File: config.mk
export PLATFORM = sky130hd
export DESIGN_NAME = mwe_word_encoder
export DESIGN_NICKNAME = d
export VERILOG_FILES = /design/src/rtl/mwe_pkg.sv /design/src/rtl/mwe_halfcell_timer.sv /design/src/rtl/mwe_pattern_gen.sv /design/src/rtl/mwe_line_driver.sv /design/src/rtl/mwe_word_encoder.sv
export SDC_FILE = /design/constraint.sdc
export NUM_CORES = 1
export LEC_CHECK = 0
export ABC_AREA = 1
export CAP_MARGIN = 20
export CELL_PAD_IN_SITES_DETAIL_PLACEMENT = 2
export CELL_PAD_IN_SITES_GLOBAL_PLACEMENT = 2
export CORE_MARGIN = 2
export CORE_UTILIZATION = 32
export DETAILED_ROUTE_END_ITERATION = 7
export PLACE_DENSITY = 0.83
export SYNTH_ARGS = -nofsm -noshare
export SYNTH_HDL_FRONTEND = slang
export SYNTH_HIERARCHICAL = 1
export SYNTH_SLANG_ARGS = --single-unit
File: constraint.sdc
create_clock -name clk -period 1.76 [get_ports clk]
set_input_delay 0.264 -clock clk [delete_from_list [all_inputs] [get_ports clk]]
set_output_delay 0.264 -clock clk [all_outputs]
set_load 0.005 [all_outputs]
File: src/rtl/mwe_pkg.sv
package mwe_pkg;
  // Half-cells used by the sync pattern (three bit times).
  localparam int unsigned SYNC_HALVES = 6;
  // Half-cells in one word for a given data width (data + parity coded).
  function automatic int unsigned word_halves(input int unsigned data_w);
    return SYNC_HALVES + 2 * (data_w + 1);
  endfunction
  typedef enum logic {
    WT_DATA = 1'b0,
    WT_CMD  = 1'b1
  } word_type_e;
endpackage

File: src/rtl/mwe_halfcell_timer.sv
module mwe_halfcell_timer #(
  parameter int unsigned HALF_TICKS = 8
) (
  input  logic clk,
  input  logic rst_n,
  input  logic restart,
  input  logic run,
  output logic cell_end
);
  localparam int unsigned TW = (HALF_TICKS > 1) ? $clog2(HALF_TICKS) : 1;
  localparam logic [TW-1:0] LAST = TW'(HALF_TICKS - 1);

  logic [TW-1:0] tick_q;

  always_ff @(posedge clk) begin
    if (!rst_n) begin
      tick_q <= '0;
    end else if (restart) begin
      tick_q <= '0;
    end else if (run) begin
      tick_q <= (tick_q == LAST) ? '0 : tick_q + 1'b1;
    end
  end

  assign cell_end = run && (tick_q == LAST);
endmodule

File: src/rtl/mwe_pattern_gen.sv
module mwe_pattern_gen
  import mwe_pkg::*;
#(
  parameter int unsigned DATA_W = 16
) (
  input  logic              clk,
  input  logic              rst_n,
  input  logic              load,
  input  logic [DATA_W-1:0] in_data,
  input  word_type_e        in_type,
  input  logic              cell_end,
  output logic              active,
  output logic              level
);
  localparam int unsigned CELLS = word_halves(DATA_W);
  localparam int unsigned CW    = $clog2(CELLS);
  localparam logic [CW-1:0] LAST_IDX = CW'(CELLS - 1);

  logic [CELLS-1:0] fresh;
  logic [CELLS-1:0] pat_q;
  logic [CW-1:0]    left_q;
  logic             parity;
  logic             sync_first;

  assign parity     = ~^in_data;
  assign sync_first = (in_type == WT_CMD);

  // Sync: three half-cells at one level, three at the other.
  genvar s;
  generate
    for (s = 0; s < 3; s++) begin : g_sync
      assign fresh[CELLS-1-s] = sync_first;
      assign fresh[CELLS-4-s] = ~sync_first;
    end
  endgenerate

  // Data, most significant first, each bit as (bit, ~bit).
  genvar i;
  generate
    for (i = 0; i < DATA_W; i++) begin : g_bit
      localparam int unsigned HI = CELLS - 1 - SYNC_HALVES - 2 * i;
      assign fresh[HI]   = in_data[DATA_W-1-i];
      assign fresh[HI-1] = ~in_data[DATA_W-1-i];
    end
  endgenerate

  assign fresh[1] = parity;
  assign fresh[0] = ~parity;

  always_ff @(posedge clk) begin
    if (!rst_n) begin
      active <= 1'b0;
      pat_q  <= '0;
      left_q <= '0;
    end else if (load) begin
      active <= 1'b1;
      pat_q  <= fresh;
      left_q <= LAST_IDX;
    end else if (cell_end) begin
      if (left_q == '0) begin
        active <= 1'b0;
      end else begin
        pat_q  <= pat_q << 1;
        left_q <= left_q - 1'b1;
      end
    end
  end

  assign level = pat_q[CELLS-1];
endmodule

File: src/rtl/mwe_line_driver.sv
module mwe_line_driver (
  input  logic active,
  input  logic level,
  output logic tx_pos,
  output logic tx_neg,
  output logic tx_inhibit
);
  assign tx_pos     = active & level;
  assign tx_neg     = active & ~level;
  assign tx_inhibit = ~active;
endmodule

File: src/rtl/mwe_word_encoder.sv
module mwe_word_encoder
  import mwe_pkg::*;
#(
  parameter int unsigned DATA_W     = 16,
  parameter int unsigned HALF_TICKS = 8
) (
  input  logic              clk,
  input  logic              rst_n,
  input  logic              in_valid,
  output logic              in_ready,
  input  logic [DATA_W-1:0] in_data,
  input  logic              in_type,
  output logic              tx_pos,
  output logic              tx_neg,
  output logic              tx_inhibit
);
  logic active;
  logic level;
  logic cell_end;
  logic load;

  assign in_ready = ~active;
  assign load     = in_valid & ~active;

  mwe_halfcell_timer #(.HALF_TICKS(HALF_TICKS)) u_timer (
    .clk      (clk),
    .rst_n    (rst_n),
    .restart  (load),
    .run      (active),
    .cell_end (cell_end)
  );

  mwe_pattern_gen #(.DATA_W(DATA_W)) u_pattern (
    .clk      (clk),
    .rst_n    (rst_n),
    .load     (load),
    .in_data  (in_data),
    .in_type  (word_type_e'(in_type)),
    .cell_end (cell_end),
    .active   (active),
    .level    (level)
  );

  mwe_line_driver u_line (
    .active     (active),
    .level      (level),
    .tx_pos     (tx_pos),
    .tx_neg     (tx_neg),
    .tx_inhibit (tx_inhibit)
  );
endmodule

; ---- Word level (Yosys, flattened, before mapping)
; Cells that the tools add are included.
[classes]
bitwise = 25
n_eq_ne = 2
add_sub_neg = 2
muxes = 10
reduce_logical = 9
[ops]
columns = operator, n
row1 = $mux W40, 3
row2 = $not A1 Y1, 22
row3 = $mux W6, 3
row4 = $reduce_xnor A16 Y1, 1
row5 = $logic_not A6 Y1, 1
row6 = $reduce_and A2 Y1, 3
row7 = $sub A6 B1 Y6 const B, 1
row8 = $reduce_bool A2 Y1, 2
row9 = $add A3 B1 Y3 const B, 1
row10 = $and A1 B1 Y1, 3
row11 = $eq A3 B3 Y1 const B, 1
row12 = $mux W1, 3
row13 = $mux W3, 1
row14 = $ne A2 B2 Y1 const B, 1
row15 = $reduce_or A2 Y1, 1
row16 = $logic_and A1 B1 Y1, 1
[word_totals]
regBits = 50
out_inout_bits = 4
elab_cells = 53

; ---- Logic depth before layout (Yosys ltp)
[depth]
ltp_word = 4
ltp_mapped = 13
mapped_depth_nobuf = 13

; ---- Hierarchy
; The synthesis kept the hierarchy.
[modules_own_cells]
columns = mod, instances, seq_area_each_um2, cells_per_inst, area_per_inst_um2
row1 = mwe_pattern_gen, 1, 940.9, 322, 2308.5
row2 = mwe_halfcell_timer, 1, 60.1, 25, 165.2
row3 = mwe_line_driver, 1, 0.0, 4, 17.5
row4 = mwe_word_encoder, 1, 0.0, 3, 13.8

; ---- Worst setup path after synthesis
; OpenSTA, ideal clock, no wires.
[synth_timing]
kind = register to register
start = register u_timer.tick_q[0]
end = register u_pattern.left_q[4]
path_slack_ns = 0.185
arrival_time_ns = 1.454
path_stages_with_launch = 11
setup_time_ns = 0.121
required_ns = 1.639
period_less_slack_ns = 1.575
path_buffers = 0
cell_sequence = dfxtp_1 > ha_1 > ha_1 > nand2_1 > inv_1 > nand2_4 > inv_2 > nand2_1 > or2_1 > nor3_1 > nor3_2
[synth_between]
elab_chain_len = 3
[synth_rtl]
columns = item, line_no
row1 = from (decl), mwe_halfcell_timer.sv:13  ; logic [TW-1:0] tick_q;
row2 = from (signal assigned), mwe_halfcell_timer.sv:21  ; tick_q <= (tick_q == LAST) ? '0 : tick_q + 1'b1;
row3 = $eq A3 B3 Y1, mwe_halfcell_timer.sv:25  ; assign cell_end = run && (tick_q == LAST);
row4 = $logic_and A1 B1 Y1, mwe_halfcell_timer.sv:25
row5 = via cell_end, mwe_word_encoder.sv:19  ; logic cell_end;
row6 = $reduce_and A2 Y1 (no line), -
row7 = to (signal assigned), mwe_pattern_gen.sv:64  ; left_q <= left_q - 1'b1;
row8 = to (decl), mwe_pattern_gen.sv:21  ; logic [CW-1:0] left_q;
; The timed path passes the listed nets, and every way through them passes these cells.
; A chain may end at the register's enable or synchronous reset.

; ---- Worst setup path in the final report
[layout_timing]
start = register u_pattern.active
end = output tx_pos
[layout_between]
elab_chain_len = 1
[layout_rtl]
columns = item, line_no
row1 = from (decl), mwe_pattern_gen.sv:12  ; output logic active,
row2 = from (signal assigned), mwe_pattern_gen.sv:52  ; active <= 1'b0;
row3 = from (signal assigned), mwe_pattern_gen.sv:56  ; active <= 1'b1;
row4 = from (signal assigned), mwe_pattern_gen.sv:61  ; active <= 1'b0;
row5 = $and A1 B1 Y1, mwe_line_driver.sv:8  ; assign tx_pos = active & level;
row6 = to (decl), mwe_word_encoder.sv:13  ; output logic tx_pos,
; Every way passes these cells.

==> results by group <==
Finish
  – Design area: 3120 um^2
  – Final Util: 40.8%
  – Nets: 412
  – # diodes: 0
  – Area Growth Syn to Fin: 24.6%
  – Fillcell total: 933
  – Layout cells sized above 1: 15.4%

CTS
  – TritonCTS buffer count: 5
  – Clock Root Buffer: clkbuf_8
  – Clk buf depth: 2
  – Worst-Skew Late Latency: 300 ps
  – H-tree depth: 2
  – CTS Sinks: 50
  – Clock-pin slew on the worst setup and hold paths: 90 ps
  – CTS tree: yes

Floorplanning
  – I/O Pins: 24
  – # rows: 32
  – Die Width: 92.5 um
  – Core Box Area: 7650 um^2
  – Initial core utilization: 32.8%
  – Die Y: 92.5 um
  – Die area: 8550 um^2

Detailed routing
  – WL met1: 3270 um
  – Average wire per standard cell: 14.9 um
  – Max Used Layer: met4
  – Routed via count: 2,447
  – Post-DRT Antenna Nets: 0
  – Router iterations before antenna repair: 7
  – Initial drt markers: 51
  – Length of routed met2 wiring: 3810 um
  – Routed wire length: 7300 um
  – Vias/cell: 4.98
  – # DRC: 0
  – Met3 WL: 156 um

Timing
  – Worst slew margin: 84.4%
  – Fin. Hold Viols: 0
  – Setup-failing EPs final: 0
  – Clk_skew: 3.26 ps
  – Slew @ Worst Pin: 232 ps
  – Fin crit share: 95.4%
  – Min Tclk post-route: 1680 ps
  – Fin Setup TNS: 0 ps
  – Worst setup margin: 80.6 ps
  – Fmax: 595 MHz
  – Slew Viols, Final: 0

Synth
  – Syn avg cell area: 7.08 um^2
  – Asr flop ratio synth: 0%
  – Cell area after synthesis: 2500 um^2
  – Synth area leader: dfxtp_1
  – Main area contributors after synthesis: dfxtp_1 40%, nand2_1 20%, a21oi_1 4.8%
  – Sequential share of the synthesized area: 40.0%
  – Post-synth EDFFs: 0
  – Syn nets: 378
  – Top_reg_cell synth: dfxtp_1
  – Synthesized netlist cell count: 354
  – Synth unique cells: 31
  – Synth top area share: 40.0%
  – Yosys warns: 6
  – Synthesis-stage register bit count: 50

Power
  – Comb power frac: 20.4%
  – Sw Pwr: 0.713 mW
  – PnR Total Power: 2.45 mW
  – Leakage: 1.27 nW
  – Clock power share: 28.7%
  – VDD IR-drop max: 0.000291 V
  – Sequential share of power: 50.9%
  – P_int: 1.74 mW
  – PwrDens: 786 nW/um^2
  – Sw frac: 29.1%

Global route
  – Total track usage: 17.6%
  – GRT overflow: 0
  – Vias in the first global route: 2,593
  – First-pass GRT wire length: 12,200 um
  – Initial antenna violation count: 0
  – Largest net degree at the start of global routing: 43

Flow run
  – Max Cap Viol: 0

Setup path
  – Top delay family on crit path: buffers and inverters
  – CP required: 1500 ps
  – CP cell instances: buf_4, nand2_1, inv_1, clkdlybuf4s50_1
  – Crit. End Element: output port
  – Worst Path Arrival: 1420 ps
  – Crit Path Category: reg -> out
  – Worst path bufs/invs: 3
  – Startpoint Class: register
  – CP max-delay cell: clkdlybuf4s50_1
  – Max stage delay on crit path: 500 ps
  – CP max FO: 7

Place
  – Dpl hpwl: 5340 um
  – Post-placement cell area: 2920 um^2
  – Routability Congestion: 0.713
  – DP Worst Slack: -65.1 ps
  – Port bufs: 23

Hold path
  – Worst hold-check path type: reg -> reg

Status
  – Status: finished, final reports clean
cells by family (layout without fill, tap and decap cells):
logic type               after synthesis  after routing  share of synthesized area [%]
flip-flops                            50             50                           40.0
XOR/XNOR                               7              7                           2.45
adder cells (fa/ha/maj)                4              4                           2.00
AO/OA/AOI/OAI                         68             68                           17.4
buffers and inverters                 51             86                           8.89
AND/OR/NAND/NOR                      174            174                           29.3
cells in the mapped netlist (2+ instances only):
| library cell | number |
|---|---|
| o211ai_1 | 16 |
| a311oi_2 | 2 |
| ha_1 | 4 |
| inv_2 | 5 |
| buf_6 | 2 |
| a21oi_1 | 24 |
| nand3_1 | 8 |
| nand2_4 | 2 |
| inv_1 | 30 |
| xor2_1 | 3 |
| dfxtp_1 | 50 |
| or2_2 | 8 |
| nor2_1 | 14 |
| clkbuf_1 | 7 |
| a311oi_1 | 2 |
| buf_4 | 4 |
| xnor2_1 | 4 |
| a31oi_1 | 19 |
| nor2_2 | 3 |
| nand2_1 | 133 |
| o21ai_0 | 4 |
cell type report:
| type | count | area [um^2] | share of cell area, % |
|---|---|---|---|
| Multi-Input combinational cell | 253 | 1310 | 41.9 |
| Sequential cell | 50 | 1010 | 32.3 |
| Timing Repair Buffer | 42 | 440 | 14.1 |
| Inverter | 36 | 145 | 4.65 |
| Tap cell | 102 | 128 | 4.09 |
| Clock buffer | 7 | 86.3 | 2.77 |
| Clock inverter | 1 | 5.00 | 0.160 |
placed cells by master, fill, tap and decap left out, types with 2 or more instances in the layout:
cell,synthesis,layout
buf_12,0,4
nand3_1,8,7
clkbuf_8,0,6
or2_2,8,8
dfxtp_2,0,2
nor2_1,14,12
a311oi_1,2,2
xnor2_1,4,4
xor2_1,3,3
nand2_4,2,2
inv_1,30,29
a311oi_2,2,2
nor2_4,1,2
o211ai_1,16,16
a31oi_1,19,19
buf_4,4,14
nor3_2,1,2
dfxtp_1,50,47
nand2_1,133,132
o21ai_0,4,2
nor2_2,3,4
inv_2,5,4
o21ai_1,0,2
ha_1,4,3
clkdlybuf4s50_1,0,23
a21oi_1,24,24
path summary, 6_finish.rpt:
check | cells past startpoint | from | end | slack (ps)
setup reg to reg | 10 | u_timer/tick_q[0]$_SDFFE_PP0P_ | u_pattern/left_q[4]$_SDFFE_PP0P_ | 100
hold reg to reg | 2 | u_pattern/pat_q[21]$_SDFFE_PN0P_ | u_pattern/pat_q[21]$_SDFFE_PN0P_ | 480
setup / recovery | 4 | u_pattern/active$_SDFFE_PN0P_ | tx_pos | 80
hold / removal | 2 | u_pattern/pat_q[21]$_SDFFE_PN0P_ | u_pattern/pat_q[21]$_SDFFE_PN0P_ | 480
worst register-to-register path, stage by stage (launching register included):
cell and delay, ps:
dfxtp_2 350, ha_1 160, ha_2 180, nand2_1 90
inv_2 90, nand2_4 90, inv_4 80, nand2_1 60
or2_4 250, nor3_2 140, nor3_2 60
what timing repair did:
action	CTS	global route
resized for setup	6	13
cloned	0	1
hold buffers	0	0
pin swaps	0	3
endpoints found under the setup margin	31	35
buffers inserted	0	5
sequential cells by signal, summed over array words and instances (netlist names):
signal,flops
u_pattern/left_q,6
u_timer/tick_q,3
u_pattern/pat_q,40
u_pattern/active,1
power by group through the flow:
stage,clock network (mW),logic [mW],registers (mW)
2_1_floorplan,0,0.300,1.26
3_3_place_gp,0,0.450,1.27
3_5_place_dp,0,0.479,1.28
4_1_cts,0.733,0.482,1.25
5_1_grt,0.769,0.564,1.26
6_report,0.704,0.499,1.25
per-stage QoR:
step | cells | hold slack [ps]
floorplan | 354 | 362
global placement | 477 | 450
detailed placement | 477 | 461
CTS | 485 | 480
global route | 491 | 502
finish | 491 | 476
metal layers:
| metal | vias to the layer above | GRT usage, % |
|---|---|---|
| met5 | - | 0 |
| met3 | 7 | 2.44 |
| li1 | 1220 | - |
| met2 | 29 | 33.2 |
| met4 | 0 | 4.23 |
| met1 | 1191 | 20.9 |
Note: power is estimated with default switching activity, not from simulation.
